$ cat src/rtl/pwm_lock_pkg.sv
package pwm_lock_pkg;
  localparam int unsigned BUS_W = 32;

  typedef enum logic [1:0] {
    REG_CNT    = 2'd0,
    REG_PERIOD = 2'd1,
    REG_DUTY   = 2'd2,
    REG_CTRL   = 2'd3
  } reg_sel_e;

  localparam int unsigned CTL_EN       = 0;
  localparam int unsigned CTL_CONT     = 1;
  localparam int unsigned CTL_DUTY_LVL = 3;
  localparam int unsigned CTL_IDLE_LVL = 4;
  localparam int unsigned CTL_LOCK     = 6;

  typedef struct packed {
    logic lock;
    logic idle_lvl;
    logic duty_lvl;
    logic cont;
    logic en;
  } ctrl_t;
endpackage

$ cat src/rtl/pwm_lock_regs.sv
module pwm_lock_regs
  import pwm_lock_pkg::*;
#(
  parameter int unsigned CNT_W  = 16,
  parameter int unsigned ADDR_W = 5
) (
  input  logic              clk_i,
  input  logic              rst_ni,
  input  logic              psel_i,
  input  logic              penable_i,
  input  logic              pwrite_i,
  input  logic [ADDR_W-1:0] paddr_i,
  input  logic [BUS_W-1:0]  pwdata_i,
  input  logic [CNT_W-1:0]  cnt_i,
  output logic [BUS_W-1:0]  prdata_o,
  output ctrl_t             ctrl_o,
  output logic [CNT_W-1:0]  rel_period_o,
  output logic [CNT_W-1:0]  rel_duty_o
);
  logic [CNT_W-1:0] stg_period_q, stg_duty_q;
  logic [CNT_W-1:0] rel_period_q, rel_duty_q;
  ctrl_t            ctrl_q;
  logic             hit, wr_en;
  reg_sel_e         sel;
  logic             unused_wdata;

  assign unused_wdata = ^pwdata_i;

  // word-aligned and inside the 16-byte window
  assign hit   = ((paddr_i >> 4) == '0) && (paddr_i[1:0] == 2'b00);
  assign sel   = reg_sel_e'(paddr_i[3:2]);
  assign wr_en = psel_i & penable_i & pwrite_i & hit;

  always_ff @(posedge clk_i or negedge rst_ni) begin
    if (!rst_ni) begin
      stg_period_q <= '0;
      stg_duty_q   <= '0;
      ctrl_q       <= '0;
    end else if (wr_en) begin
      unique case (sel)
        REG_PERIOD: stg_period_q <= pwdata_i[CNT_W-1:0];
        REG_DUTY:   stg_duty_q   <= pwdata_i[CNT_W-1:0];
        REG_CTRL: begin
          ctrl_q.en       <= pwdata_i[CTL_EN];
          ctrl_q.cont     <= pwdata_i[CTL_CONT];
          ctrl_q.duty_lvl <= pwdata_i[CTL_DUTY_LVL];
          ctrl_q.idle_lvl <= pwdata_i[CTL_IDLE_LVL];
          ctrl_q.lock     <= pwdata_i[CTL_LOCK];
        end
        default: ;
      endcase
    end
  end

  // released pair: frozen while locked
  always_ff @(posedge clk_i or negedge rst_ni) begin
    if (!rst_ni) begin
      rel_period_q <= '0;
      rel_duty_q   <= '0;
    end else if (!ctrl_q.lock) begin
      rel_period_q <= stg_period_q;
      rel_duty_q   <= stg_duty_q;
    end
  end

  always_comb begin
    prdata_o = '0;
    if (hit) begin
      unique case (sel)
        REG_CNT:    prdata_o = BUS_W'(cnt_i);
        REG_PERIOD: prdata_o = BUS_W'(stg_period_q);
        REG_DUTY:   prdata_o = BUS_W'(stg_duty_q);
        REG_CTRL: begin
          prdata_o[CTL_EN]       = ctrl_q.en;
          prdata_o[CTL_CONT]     = ctrl_q.cont;
          prdata_o[CTL_DUTY_LVL] = ctrl_q.duty_lvl;
          prdata_o[CTL_IDLE_LVL] = ctrl_q.idle_lvl;
          prdata_o[CTL_LOCK]     = ctrl_q.lock;
        end
        default: ;
      endcase
    end
  end

  assign ctrl_o       = ctrl_q;
  assign rel_period_o = rel_period_q;
  assign rel_duty_o   = rel_duty_q;
endmodule

$ cat src/rtl/pwm_lock_counter.sv
module pwm_lock_counter #(
  parameter int unsigned CNT_W = 16
) (
  input  logic             clk_i,
  input  logic             rst_ni,
  input  logic             run_i,
  input  logic [CNT_W-1:0] rel_period_i,
  input  logic [CNT_W-1:0] rel_duty_i,
  output logic [CNT_W-1:0] cnt_o,
  output logic             wrap_o,
  output logic [CNT_W-1:0] act_period_o,
  output logic [CNT_W-1:0] act_duty_o
);
  logic [CNT_W-1:0] cnt_q, act_period_q, act_duty_q, last;

  assign last   = (act_period_q == '0) ? '0 : act_period_q - CNT_W'(1);
  assign wrap_o = (cnt_q >= last);

  always_ff @(posedge clk_i or negedge rst_ni) begin
    if (!rst_ni) begin
      cnt_q        <= '0;
      act_period_q <= '0;
      act_duty_q   <= '0;
    end else if (!run_i || wrap_o) begin
      // stopped or period boundary: adopt released pair
      cnt_q        <= '0;
      act_period_q <= rel_period_i;
      act_duty_q   <= rel_duty_i;
    end else begin
      cnt_q <= cnt_q + CNT_W'(1);
    end
  end

  assign cnt_o        = cnt_q;
  assign act_period_o = act_period_q;
  assign act_duty_o   = act_duty_q;
endmodule

$ cat src/rtl/pwm_lock_out.sv
module pwm_lock_out #(
  parameter int unsigned CNT_W = 16
) (
  input  logic             clk_i,
  input  logic             rst_ni,
  input  logic             run_i,
  input  logic [CNT_W-1:0] cnt_i,
  input  logic [CNT_W-1:0] act_duty_i,
  input  logic             duty_lvl_i,
  input  logic             idle_lvl_i,
  output logic             pwm_o
);
  logic pwm_q, pwm_d;

  always_comb begin
    if (!run_i)                 pwm_d = idle_lvl_i;
    else if (cnt_i < act_duty_i) pwm_d = duty_lvl_i;
    else                        pwm_d = ~duty_lvl_i;
  end

  always_ff @(posedge clk_i or negedge rst_ni) begin
    if (!rst_ni) pwm_q <= 1'b0;
    else         pwm_q <= pwm_d;
  end

  assign pwm_o = pwm_q;
endmodule

$ cat src/rtl/pwm_lock_gen.sv
module pwm_lock_gen
  import pwm_lock_pkg::*;
#(
  parameter int unsigned CNT_W  = 16,
  parameter int unsigned ADDR_W = 5
) (
  input  logic              clk_i,
  input  logic              rst_ni,
  input  logic              psel_i,
  input  logic              penable_i,
  input  logic              pwrite_i,
  input  logic [ADDR_W-1:0] paddr_i,
  input  logic [31:0]       pwdata_i,
  output logic [31:0]       prdata_o,
  output logic              pwm_o
);
  ctrl_t            ctrl;
  logic             run, wrap, lock, duty_lvl, idle_lvl;
  logic [CNT_W-1:0] cnt, rel_period, rel_duty, act_period, act_duty;

  assign run      = ctrl.en & ctrl.cont;
  assign lock     = ctrl.lock;
  assign duty_lvl = ctrl.duty_lvl;
  assign idle_lvl = ctrl.idle_lvl;

  pwm_lock_regs #(.CNT_W(CNT_W), .ADDR_W(ADDR_W)) u_regs (
    .clk_i, .rst_ni, .psel_i, .penable_i, .pwrite_i, .paddr_i, .pwdata_i,
    .cnt_i(cnt), .prdata_o, .ctrl_o(ctrl),
    .rel_period_o(rel_period), .rel_duty_o(rel_duty)
  );

  pwm_lock_counter #(.CNT_W(CNT_W)) u_cnt (
    .clk_i, .rst_ni, .run_i(run),
    .rel_period_i(rel_period), .rel_duty_i(rel_duty),
    .cnt_o(cnt), .wrap_o(wrap),
    .act_period_o(act_period), .act_duty_o(act_duty)
  );

  pwm_lock_out #(.CNT_W(CNT_W)) u_out (
    .clk_i, .rst_ni, .run_i(run), .cnt_i(cnt), .act_duty_i(act_duty),
    .duty_lvl_i(duty_lvl), .idle_lvl_i(idle_lvl), .pwm_o
  );
endmodule

$ cat config.mk
export PLATFORM = sky130hd
export DESIGN_NAME = pwm_lock_gen
export DESIGN_NICKNAME = d
export VERILOG_FILES = /design/src/rtl/pwm_lock_pkg.sv /design/src/rtl/pwm_lock_regs.sv /design/src/rtl/pwm_lock_counter.sv /design/src/rtl/pwm_lock_out.sv /design/src/rtl/pwm_lock_gen.sv
export SDC_FILE = /design/constraint.sdc
export NUM_CORES = 1
export LEC_CHECK = 0
export BUFFER_PORTS_ARGS = -buffer_cell sky130_fd_sc_hd__buf_2
export CAP_MARGIN = 20
export CORE_MARGIN = 2
export CORE_UTILIZATION = 30
export DETAILED_ROUTE_END_ITERATION = 12
export GPL_ROUTABILITY_DRIVEN = 0
export SLEW_MARGIN = 40
export SYNTH_ARGS = -nofsm -noshare
export SYNTH_HDL_FRONTEND = slang
export SYNTH_SLANG_ARGS = --single-unit
export TNS_END_PERCENT = 5
$ cat constraint.sdc
create_clock -name clk_i -period 4.8 [get_ports clk_i]
set_input_delay 0.48 -clock clk_i [delete_from_list [all_inputs] [get_ports clk_i]]
set_output_delay 0.48 -clock clk_i [all_outputs]
set_load 0.03 [all_outputs]
Word level (Yosys, flattened, before mapping) --
Index checks and enable logic that the tools add are counted. Widths: inputs -> output; s select.
Operators by class: add/subtract/negate cells 2, magnitude comparators 2, eq/ne operators 3, mux-type cells 11, bitwise gates (word level) 5, reductions and logical operators 10
Operators by type and width (number):
- $mux 16 | 2
- $mux 32 | 1
- $pmux 9 s3 | 1
- $add 16x1->16 const B | 1
- $ge 16x16->1 | 1
- $logic_not 16->1 | 1
- $lt 16x16->1 | 1
- $pmux 2 s4 | 2
- $sub 16x1->16 const B | 1
- $pmux 1 s3 | 2
- $reduce_and 2->1 | 3
- $logic_not 5->1 | 1
- $and 1x1->1 | 4
- $eq 2x2->1 const B | 2
- $logic_not 2->1 | 2
- $pmux 1 s4 | 1
- $eq 2x1->1 const B | 1
- $mux 1 | 2
- $logic_and 1x1->1 | 1
- $logic_not 1->1 | 1
- $logic_or 1x1->1 | 1
- $not 1->1 | 1
Storage, ports and cells: bits in registers 118, input bits 42, output and inout port bits 33

Longest topological paths before layout --
Gate-level depths: netlist of run 1.
word-level depth 5, gate-level depth with buffers 15

Cells and area by module --
A second synthesis of run 1 with hierarchy kept.
Unflattened totals: cells, all modules 527, area, all modules 6441.2 um^2
By module, submodules not included:
- pwm_lock_regs | instances 1, cells each 229, area an instance 3316.9 um^2
- pwm_lock_counter | instances 1, cells each 238, area an instance 2676.3 um^2
- pwm_lock_out | instances 1, cells each 59, area an instance 441.7 um^2
- pwm_lock_gen | instances 1, cells each 1, area an instance 6.3 um^2

Worst setup path before layout of run 1 --
No wires, ideal clock.
kind register to register, start reg u_cnt.act_period_q[10] (netlist: u_cnt.act_period_o[10]), end reg u_cnt.act_duty_q[12] (netlist: u_cnt.act_duty_o[12]), setup time 0.125 ns, arrival 2.997 ns, required time 4.675 ns, setup slack 1.677 ns, cell stages (with the launch flop) 14, buffers on the path 3, period minus slack after synthesis 3.123 ns, cells stage by stage dfrtp_1 or4_1 nor2_1 nand4_1 buf_2 nand2_1 ha_1 a211oi_1 o21ai_0 a211oi_1 o21ai_1 buf_4 buf_6 mux2_4
Between the ends: longest elaborated chain between the ends 4, elaborated cells on any way between the ends 5
RTL lines:
- from (decl) | line pwm_lock_counter.sv:14 | logic [CNT_W-1:0] cnt_q, act_period_q, act_duty_q, last;
- from (signal assigned) | line pwm_lock_counter.sv:27 | act_period_q <= rel_period_i;
- $sub 16x1->16 / $logic_not 16->1 (equally long branches) | line pwm_lock_counter.sv:16 | assign last = (act_period_q == '0) ? '0 : act_period_q - CNT_W'(1);
- $mux 16 * | line pwm_lock_counter.sv:16
- $ge 16x16->1 * | line pwm_lock_counter.sv:17 | assign wrap_o = (cnt_q >= last);
- $logic_or 1x1->1 * | line pwm_lock_counter.sv:24 | end else if (!run_i || wrap_o) begin
- to (signal assigned) | line pwm_lock_counter.sv:28 | act_duty_q <= rel_duty_i;
- to (decl) | line pwm_lock_counter.sv:14
Every way passes the cells marked *; elsewhere a longest branch is shown, timed or not. A chain may end at the register's enable or synchronous reset.

Worst setup path after layout of run 1 --
start reg u_cnt.act_period_q[10] (netlist: u_cnt.act_period_o[10]), end reg u_cnt.act_period_q[13] (netlist: u_cnt.act_period_o[13])
Between the ends: longest elaborated chain between the ends 4, elaborated cells on any way between the ends 5
RTL lines (line):
- $sub 16x1->16 / $logic_not 16->1 (equally long branches) | pwm_lock_counter.sv:16
- $mux 16 * | pwm_lock_counter.sv:16
- $ge 16x16->1 * | pwm_lock_counter.sv:17
- $logic_or 1x1->1 * | pwm_lock_counter.sv:24
Marks and branches as above.

==> reports/metrics.csv, run 1 <==
stage,metric,value,unit
clock_network,htreeDepth,4,
routing,ant_nets,0,
pwr,p_leak,3.551,nW
synth,synth_async_sr_flop_share,1.000,
sta,drv_slew,0,
routing,drtIter0Drc,191,
floorplan,die_w,148.6,um
floorplan,pin_count,75,
worst_setup_path,rr_endpoint,u_cnt.act_period_o[13],
worst_setup_path,r2r_start,u_cnt.act_period_o[10],
layout,fill_cells,2002,
worst_setup_path,crit_path_start,u_cnt.act_period_o[10],
worst_setup_path,setup.worst_path.start_class,register,
sta,timing.fmax,266.1,MHz
layout,regArea,2953,um^2
sta,fin_hold_ws,24.96,ps
synth,ys_seq_elements,118,
floorplan,core_area,20360,um^2
flow_run,cap_violations,0,
pwr,internal_power,2.012,mW
sta,rsz0062_at_grt,false,
worst_setup_path,crit_path_max_fanout,26,
floorplan,die_height,148.6,um
layout,fin_nets,658,
sta,fin_skew,10.18,ps
sta,hold_viol_final,0,
pwr,seq_power_share,0.404,
global_routing,grt_use_total,0.1316,
clock_network,postCtsSetupBuffers,0,
sta,setup_viol,0,
clock_network,clkSinkCount,118,
pwr,power.density,385.6,nW/um^2
layout,multi_input_comb_area,3055,um^2
pwr,swShare,0.2808,
placed_design,dp_hpwl,9457,um
min_path,hp-class,input pin to async pin,
clock_network,holdBufCountCts,0,
routing,remaining_drc_errors,0,
synth,yosysSeqAreaShare,0.4707,
sta,max_slew_margin,0.5284,
sta,fin_crit_sh,0.7830,
synth,avgSynthCellArea,11.70,um^2
placed_design,portBuffers,42,
routing,wl,13590,um
clock_network,clk_latency,410,ps
clock_network,root_buffer,clkbuf_16,
synth,synth_cell_types,43,
global_routing,first_global_vias,4110,
worst_setup_path,crit_arrival,4050,ps
pwr,total_power,2.797,mW
worst_setup_path,path_class,register to register,
routing,num_vias,4004,
synth,synth_edf_count,0,
worst_setup_path,rrSetupSlack,1040,ps
synth,netlist_instances,536,
layout,syn_to_final_growth,15.62,%
layout,n_antenna_cell,0,
global_routing,grt_max_degree,43,
clock_network,cts_max_path_buffers,2,
pwr,peakVddDrop,0.2460,mV
clock_network,cts_made_buffers,17,
worst_setup_path,endpoint_kind,register,
routing,detail_route.wl_per_cell,15.71,um
pwr,p_sw,785.3,uW
clock_network,cts_tree,built,
synth,yosys_warnings,0,
synth,syn-cell-area,6274,um^2
run_status,outcome,"complete, no violations",
routing,drtPass1Iterations,4,
pwr,clkPwrFrac,0.429,
layout,drive_gt1_frac,0.3261,
sta,setup_tns,0,ps
worst_setup_path,reg2regPathDepth,11,
sta,tightest_slew,707.4,ps
worst_setup_path,crit_required,5090,ps
routing,vias_per_cell,4.629,
pwr,pwr-share-comb,0.168,
synth,ys.flop_type,dfrtp_1,
sta,min_period,3758,ps
global_routing,overflow,0,
floorplan,initial_core_util,0.3081,
clock_network,ctsResizeCount,0,
floorplan,die_area,22080,um^2
clock_network,path_clk_slew,60,ps
global_routing,antenna_found_initial,0,
global_routing,grt_pass1_wl,22110,um
floorplan,rows,52,
## sequential cells by signal, indices dropped and copies added, names as in the netlist
name,count
u_cnt.act_period_o,16
u_cnt.act_duty_o,16
u_regs.rel_duty_o,16
u_cnt.cnt_o,16
u_regs.stg_period_q,16
u_regs.rel_period_o,16
u_regs.ctrl_o,5
u_out.pwm_o,1
u_regs.stg_duty_q,16
## critical path, cell delays in order (launching register included)
cell      delay [ps]
dfrtp_1          430
or4_1            580
nor2_1           140
nand4_1          510
and2_1           390
ha_1             270
nor2b_1           40
o21ai_0          210
a211oi_1         150
o21ai_4          140
buf_4            350
mux2_2           390
## final cells by class
type | instances | share of cell area
Multi-Input combinational cell | 375 | 0.4213
Sequential cell | 118 | 0.4071
Clock buffer | 18 | 0.06055
Tap cell | 270 | 0.04658
Timing Repair Buffer | 48 | 0.03554
Clock inverter | 14 | 0.01760
Inverter | 22 | 0.01139
## cells by family after synthesis
logic type,count (synthesis),share of synthesized area
multiplexers,118,0.2264
adder cells (fa/ha/maj),34,0.06781
other,1,0.0005978
buffers and inverters,58,0.05365
AO/OA/AOI/OAI,36,0.03111
flip-flops,118,0.4707
XOR/XNOR,27,0.03769
AND/OR/NAND/NOR,144,0.1121
## layer usage
layer	up-vias	GRT usage	share of wire
met5	-	0	0
met1	2001	0.1634	0.45
met3	21	0.02945	0.026
met2	54	0.2271	0.51
met4	0	0.04381	0.018
li1	1928	-	-
## cells in the final DEF (no fill, tap or decap), drive strengths merged
cell type / n
and2: 2
nand3: 15
mux2: 102
clkinvlp: 4
nand3b: 2
ha: 34
xor2: 14
buf: 48
a221oi: 1
o21ai: 8
nand2b: 1
xnor2: 13
inv: 25
a21oi: 22
or4b: 1
dfrtp: 118
mux2i: 11
and3: 2
and3b: 1
clkinv: 6
nor2b: 6
and2b: 3
nor4: 3
nor3: 9
a31oi: 1
nor2: 50
mux4: 5
conb: 16
and4: 1
clkbuf: 18
nand2: 36
bufinv: 1
a211oi: 4
or3: 3
nand4: 8
or4: 1
## synth_stat cells, drive strengths merged, types with 2 or more instances
library cell	n	area share
mux4	5	0.018
and2	2	0.0020
nor3	9	0.0072
nor4	3	0.0040
clkbuf	6	0.0036
inv	22	0.013
buf	30	0.037
mux2	102	0.19
xor2	14	0.020
nand4	8	0.0080
nor2	50	0.031
dfrtp	118	0.47
nand3b	2	0.0044
o21ai	8	0.0064
ha	34	0.068
a21oi	22	0.018
nand2	36	0.022
nor2b	6	0.0060
a211oi	4	0.0048
and3	2	0.0020
nand3	15	0.012
and2b	3	0.0036
mux2i	11	0.018
xnor2	13	0.018
or3	3	0.0038
## metrics by stage
stage | std cells | instance area [um^2] | setup slack, ps | util
6_report | 865 | 7253 | 1042 | 0.3562
5_1_grt | 865 | 7253 | 713.0 | 0.3562
4_1_cts | 865 | 7252 | 1003 | 0.3561
3_5_place_dp | 833 | 6685 | 1028 | 0.3283
3_3_place_gp | 833 | 6683 | 1050 | 0.3282
2_1_floorplan | 551 | 6330 | 1677 | -
## power by group through the flow
stage,Sequential [mW],Clock [mW],Combinational [mW]
floorplan,1.13,0,0.374
global placement,1.14,0,0.468
detailed placement,1.15,0,0.473
CTS,1.13,1.22,0.476
global route,1.14,1.27,0.536
finish,1.13,1.20,0.469
## worst max path at each step
stage	to	slack (ps)	cells past startpoint
5_1_grt	u_cnt.act_duty_o[13]	710	10
6_report	u_cnt.act_period_o[13]	1040	11
4_1_cts	u_cnt.act_period_o[13]	1000	11
3_5_place_dp	u_cnt.act_period_o[7]	1030	11
3_3_place_gp	u_cnt.act_duty_o[14]	1050	11
2_1_floorplan	u_cnt.act_duty_o[12]	1680	13
No activity file was read; power rests on OpenSTA's default activity.
==> inputs of run 2 (changes only) <==
- clock period: 4.8 -> 3.35 ns (I/O delays scaled with it)
==> run 2 against run 1 <==
  * Clock skew down 1.8 ps
  * Final area up 2.4%
  * Non-clock buffer count is 9 higher
  * Sequential power grew 43%
  * Largest power group unchanged
  * Die area unchanged
  * Fmax increased by 18%
  * Largest cell class unchanged
==> reports/metrics.csv, run 2 (synthesis gave the netlist of run 1 again) <==
stage,metric,value,unit
run_status,outcome,"complete, no violations",
min_path,hp-class,input pin to register,
pwr,power.density,570.9,nW/um^2
routing,drtPass1Iterations,4,
routing,detail_route.wl_per_cell,15.67,um
clock_network,cts_tree,built,
floorplan,core_area,20360,um^2
layout,fin_nets,667,
clock_network,root_buffer,clkbuf_16,
routing,wl,13690,um
worst_setup_path,path_class,register to register,
worst_setup_path,crit_path_max_fanout,29,
sta,min_period,3174,ps
floorplan,die_w,148.6,um
global_routing,overflow,0,
routing,remaining_drc_errors,0,
global_routing,grt_use_total,0.1315,
layout,final_cell_mix,"118 x dfrtp_1, 89 x mux2_2, 49 x nor2_1, 41 x buf_2, 36 x nand2_1",
floorplan,die_height,148.6,um
sta,tightest_slew,606.3,ps
layout,final_util,0.3647,
placed_design,portBuffers,42,
routing,num_vias,3988,
layout,syn_to_final_growth,18.39,%
worst_setup_path,crit_arrival,3460,ps
worst_setup_path,rr_endpoint,u_cnt.act_duty_o[0],
sta,max_slew_margin,0.5958,
clock_network,clkSinkCount,118,
routing,vias_per_cell,4.563,
pwr,p_leak,3.652,nW
sta,fin_skew,8.338,ps
global_routing,antenna_found_initial,0,
layout,final_common_cell,dfrtp_1,
pwr,peakVddDrop,0.3684,mV
floorplan,die_area,22080,um^2
worst_setup_path,rrSetupSlack,180,ps
pwr,internal_power,3.149,mW
floorplan,pin_count,75,
min_path,hold_depth,2,
floorplan,initial_core_util,0.3081,
pwr,swShare,0.2574,
sta,fin_crit_sh,0.9473,
sta,setup_viol,0,
layout,n_antenna_cell,0,
clock_network,clk_latency,410,ps
flow_run,cap_violations,0,
sta,drv_slew,0,
pwr,seq_power_share,0.383,
min_path,min_to,u_regs.stg_duty_q[10],
routing,ant_nets,0,
worst_setup_path,reg2regPathDepth,13,
sta,setup_tns,0,ps
clock_network,htreeDepth,4,
layout,drive_gt1_frac,0.3295,
worst_setup_path,setup.worst_path.start_class,register,
min_path,min-delay-start,pwdata_i[10],
global_routing,grt_max_degree,65,
clock_network,cts_max_path_buffers,2,
pwr,p_sw,1.091,mW
worst_setup_path,endpoint_kind,register,
worst_setup_path,r2r_start,u_cnt.act_period_o[5],
placed_design,dp_hpwl,9721,um
global_routing,grt_pass1_wl,22160,um
sta,fin_hold_ws,174.9,ps
clock_network,cts_made_buffers,17,
sta,hold_viol_final,0,
routing,drtIter0Drc,165,
sta,timing.fmax,315.1,MHz
pwr,pwr-share-comb,0.169,
global_routing,first_global_vias,4104,
pwr,clkPwrFrac,0.448,
clock_network,path_clk_slew,50,ps
floorplan,rows,52,
worst_setup_path,crit_required,3640,ps
[run 2: changes by cell type in the layout (fill, tap and decap cells not counted), sizes merged]
cell,delta
clkbuf,+5
buf,+8
inv,-3
clkinvlp,-4
bufinv,+3
dlygate4sd3,+1
clkinv,-1
[run 2: layout make-up]
cell class	count	area (um^2)
fill	2000	12940
clock buffer	23	467.9
timing repair buffer	57	369.1
multi-input combinational	375	3068
clock inverter	9	148.9
tap	270	337.8
sequential	118	2953
inverter	22	82.58
[run 2: power groups by stage]
stage | sequential, mW | combinational [mW] | clock (mW)
after CTS | 1.62 | 0.709 | 1.93
after global placement | 1.64 | 0.696 | 0
after global routing | 1.64 | 0.811 | 2.01
after floorplan | 1.62 | 0.536 | 0
final | 1.62 | 0.718 | 1.90
after detailed placement | 1.65 | 0.705 | 0
[run 2: how the worst max path moves through the flow]
| stage | start | to | slack, ps |
|---|---|---|---|
| 3_3_place_gp | u_cnt.act_period_o[12] | u_cnt.act_duty_o[13] | 150 |
| 2_1_floorplan | u_cnt.act_period_o[10] | u_cnt.act_duty_o[12] | 230 |
| 3_5_place_dp | u_cnt.act_period_o[12] | u_cnt.act_duty_o[12] | 100 |
| 6_report | u_cnt.act_period_o[5] | u_cnt.act_duty_o[0] | 180 |
| 5_1_grt | u_cnt.act_period_o[5] | u_cnt.act_duty_o[0] | -10 |
| 4_1_cts | u_cnt.act_period_o[12] | u_cnt.act_duty_o[12] | 80 |
[run 2: critical path, cell delays in order (launching register included)]
cell and delay (ps):
dfrtp_1 410, nor4_2 270, buf_4 180, nand2_1 80, or3_1 330, xnor2_1 140
nand2_1 80, ha_1 270, nand4_1 160, nor3_2 240, a211oi_2 110, o21ai_4 200
buf_12 220, mux2_2 360
[run 2: timing repair]
action,in CTS,in global routing
hold buffers,0,1
gates resized for setup,0,3
hold endpoints to repair,0,63
setup endpoints to repair,0,32
setup buffers,0,1
[run 2: layer usage]
layer / routed length, um / track usage
met5: 0 / 0
met4: 269 / 0.05286
met3: 292 / 0.02883
met2: 6738 / 0.2185
met1: 6391 / 0.1670
[run 2: metrics by stage]
step	area [um^2]	worst slack (ps)	instances	power (mW)
after floorplan	6330	227.5	551	2.153
after global routing	7427	-10.43	874	4.455
after CTS	7390	82.14	872	4.263
after detailed placement	6773	95.31	840	2.353
final	7427	176.4	874	4.240
after global placement	6773	154.7	840	2.340
==> inputs of run 3 (changes only) <==
- BUFFER_PORTS_ARGS: -buffer_cell sky130_fd_sc_hd__buf_2 -> -buffer_cell sky130_fd_sc_hd__buf_4
- CORE_UTILIZATION: 30 -> 37
==> run 3 against run 2 <==
  * Global-route usage grew 3.2 points
  * Die area decreased by 18%
  * Setup slack improved by 44 ps
  * Count of clock-buffer cells in the layout is 3 higher
  * First-iteration DRC count rose by 7.9%
  * Critical path depth is the same
  * Clock power down 9%
  * Largest cell class unchanged
  * Via count is 2.9% higher
  * Utilization rose by 8.2 points
  * Final area decreased by 0.34%
==> reports/metrics.csv, run 3 (synthesis gave the netlist of run 1 again) <==
stage,metric,value,unit
run_status,outcome,"complete, no violations",
min_path,hold_depth,2,
routing,drtIter0Drc,178,
pwr,total_power,4.080,mW
sta,setup_tns,0,ps
placed_design,dp_cells,790,
layout,final_common_cell,dfrtp_1,
placed_design,portBuffers,42,
clock_network,clk_latency,420,ps
layout,instances_no_fill,820,
worst_setup_path,r2r_start,u_cnt.act_period_o[4],
worst_setup_path,cpPeakStageDelay,420,ps
layout,fin_nets,666,
pwr,power.density,551.2,nW/um^2
clock_network,clkSinkCount,118,
layout,drive_gt1_frac,0.3283,
sta,setup_viol,0,
global_routing,antenna_found_initial,0,
sta,min_period,3130,ps
worst_setup_path,endpoint_kind,register,
sta,tightest_slew,672.9,ps
placed_design,place_area,6800,um^2
min_path,min_to,u_regs.stg_duty_q[14],
sta,max_slew_margin,0.5514,
floorplan,rows,47,
global_routing,grt_pass1_wl,22650,um
clock_network,path_clk_slew,50,ps
global_routing,grt_max_degree,67,
clock_network,htreeDepth,4,
sta,fin_crit_sh,0.9343,
worst_setup_path,setup.worst_path.start_class,register,
routing,num_vias,4103,
floorplan,die_area,18010,um^2
global_routing,grt_use_total,0.1637,
routing,detail_route.wl_per_cell,16.85,um
layout,n_antenna_cell,0,
routing,drtPass1Iterations,4,
global_routing,first_global_vias,4322,
layout,syn_to_final_growth,17.99,%
flow_run,cap_violations,0,
min_path,hp-class,input pin to register,
floorplan,die_height,134.2,um
routing,remaining_drc_errors,0,
routing,vias_per_cell,5.004,
clock_network,cts_tree,built,
sta,fin_skew,9.011,ps
clock_network,cts_made_buffers,17,
worst_setup_path,crit_path_max_fanout,23,
worst_setup_path,cpMostUsedCell,nand2_1,
floorplan,core_area,16580,um^2
routing,ant_nets,0,
worst_setup_path,rr_endpoint,u_cnt.act_duty_o[1],
clock_network,root_buffer,clkbuf_16,
sta,rsz0062_at_grt,true,
sta,hold_viol_final,0,
worst_setup_path,crit_arrival,3420,ps
pwr,peakVddDrop,0.3206,mV
sta,timing.fmax,319.5,MHz
min_path,min-delay-start,pwdata_i[14],
pwr,p_leak,3.641,nW
placed_design,dp_hpwl,9872,um
routing,wl,13820,um
clock_network,cts_max_path_buffers,2,
clock_network,postCtsSetupBuffers,0,
floorplan,die_w,134.2,um
floorplan,initial_core_util,0.3783,
worst_setup_path,crit_required,3640,ps
worst_setup_path,rrSetupSlack,220,ps
sta,drv_slew,0,
floorplan,pin_count,75,
worst_setup_path,reg2regPathDepth,13,
global_routing,overflow,0,
layout,final_cell_mix,"118 x dfrtp_1, 89 x mux2_2, 51 x buf_4, 49 x nor2_1, 36 x nand2_1",
worst_setup_path,path_cells,nor4_2 > buf_4 > nand2_1 > or3_1 > xnor2_1 > nand2_1 > ha_1 > nand4_1 > nor3_2 > a211oi_2 > o21ai_4 > buf_12 > mux2_2,
worst_setup_path,path_class,register to register,
worst_setup_path,cp_slowest_cell,dfrtp_1,
layout,fill_cells,1546,
layout,design_area,7402,um^2
-- run 3: changes by cell type in the layout (fill, tap and decap cells not counted), sizes merged --
| cell | change |
|---|---|
| buf | -1 |
| bufinv | -3 |
| clkbuf | +3 |
| clkinv | -3 |
-- run 3: repair_timing --
action	CTS	global route
endpoints found under the setup margin	0	32
endpoints found under the hold margin	52	0
hold buffers	1	0
gates resized for setup	0	5
-- run 3: layout make-up --
type,count,area (um^2),area share
Inverter,22,82.58,0.01116
Sequential cell,118,2953,0.3989
Timing Repair Buffer,56,455.4,0.06153
Tap cell,220,275.3,0.03719
Multi-Input combinational cell,375,3067,0.4143
Clock buffer,26,529.3,0.07150
Clock inverter,3,40.04,0.005409
-- run 3: worst max path at each step --
stage / to / slack (ps) / startpoint / cells after the start
after global placement: u_cnt.act_duty_o[14] / 230 / u_cnt.act_period_o[10] / 12
after floorplan: u_cnt.act_duty_o[12] / 230 / u_cnt.act_period_o[10] / 13
final: u_cnt.act_duty_o[1] / 220 / u_cnt.act_period_o[4] / 13
after detailed placement: u_cnt.act_duty_o[14] / 210 / u_cnt.act_period_o[10] / 12
after global routing: u_cnt.act_duty_o[1] / 20 / u_cnt.act_period_o[4] / 13
after CTS: u_cnt.act_period_o[11] / 190 / u_cnt.act_period_o[4] / 13
-- run 3: where the power goes --
part           leakage, nW  switching, mW  internal, mW
clock                0.284          0.590          1.14
combinational         1.74          0.392         0.332
sequential            1.61         0.0846          1.54
total                 3.64           1.07          3.01
-- run 3: stage by stage --
step / utilization / setup WS, ps / hold WS (ps)
after floorplan: - / 227.5 / 39.41
after global placement: 0.4101 / 227.8 / 410.8
after detailed placement: 0.4101 / 209.1 / 418.2
after CTS: 0.4450 / 192.6 / 143.2
after global routing: 0.4464 / 22.91 / 151.6
final: 0.4464 / 220.0 / 162.5
-- run 3: critical path, delay by kind of cell, from the launching register on --
family	cells	cell delay [ps]
simple gates	6	1100
flops	1	420
buf+inv	2	390
mux	1	350
compound gates	2	340
fa+ha+maj	1	270
xor+xnor	1	140
-- run 3: layer usage --
metal,wire length (um),GRT usage,vias up
li1,-,-,1942
met1,6228,0.2043,2074
met2,6967,0.2783,65
met3,373,0.03628,22
met4,250,0.06082,0
met5,0,0,-
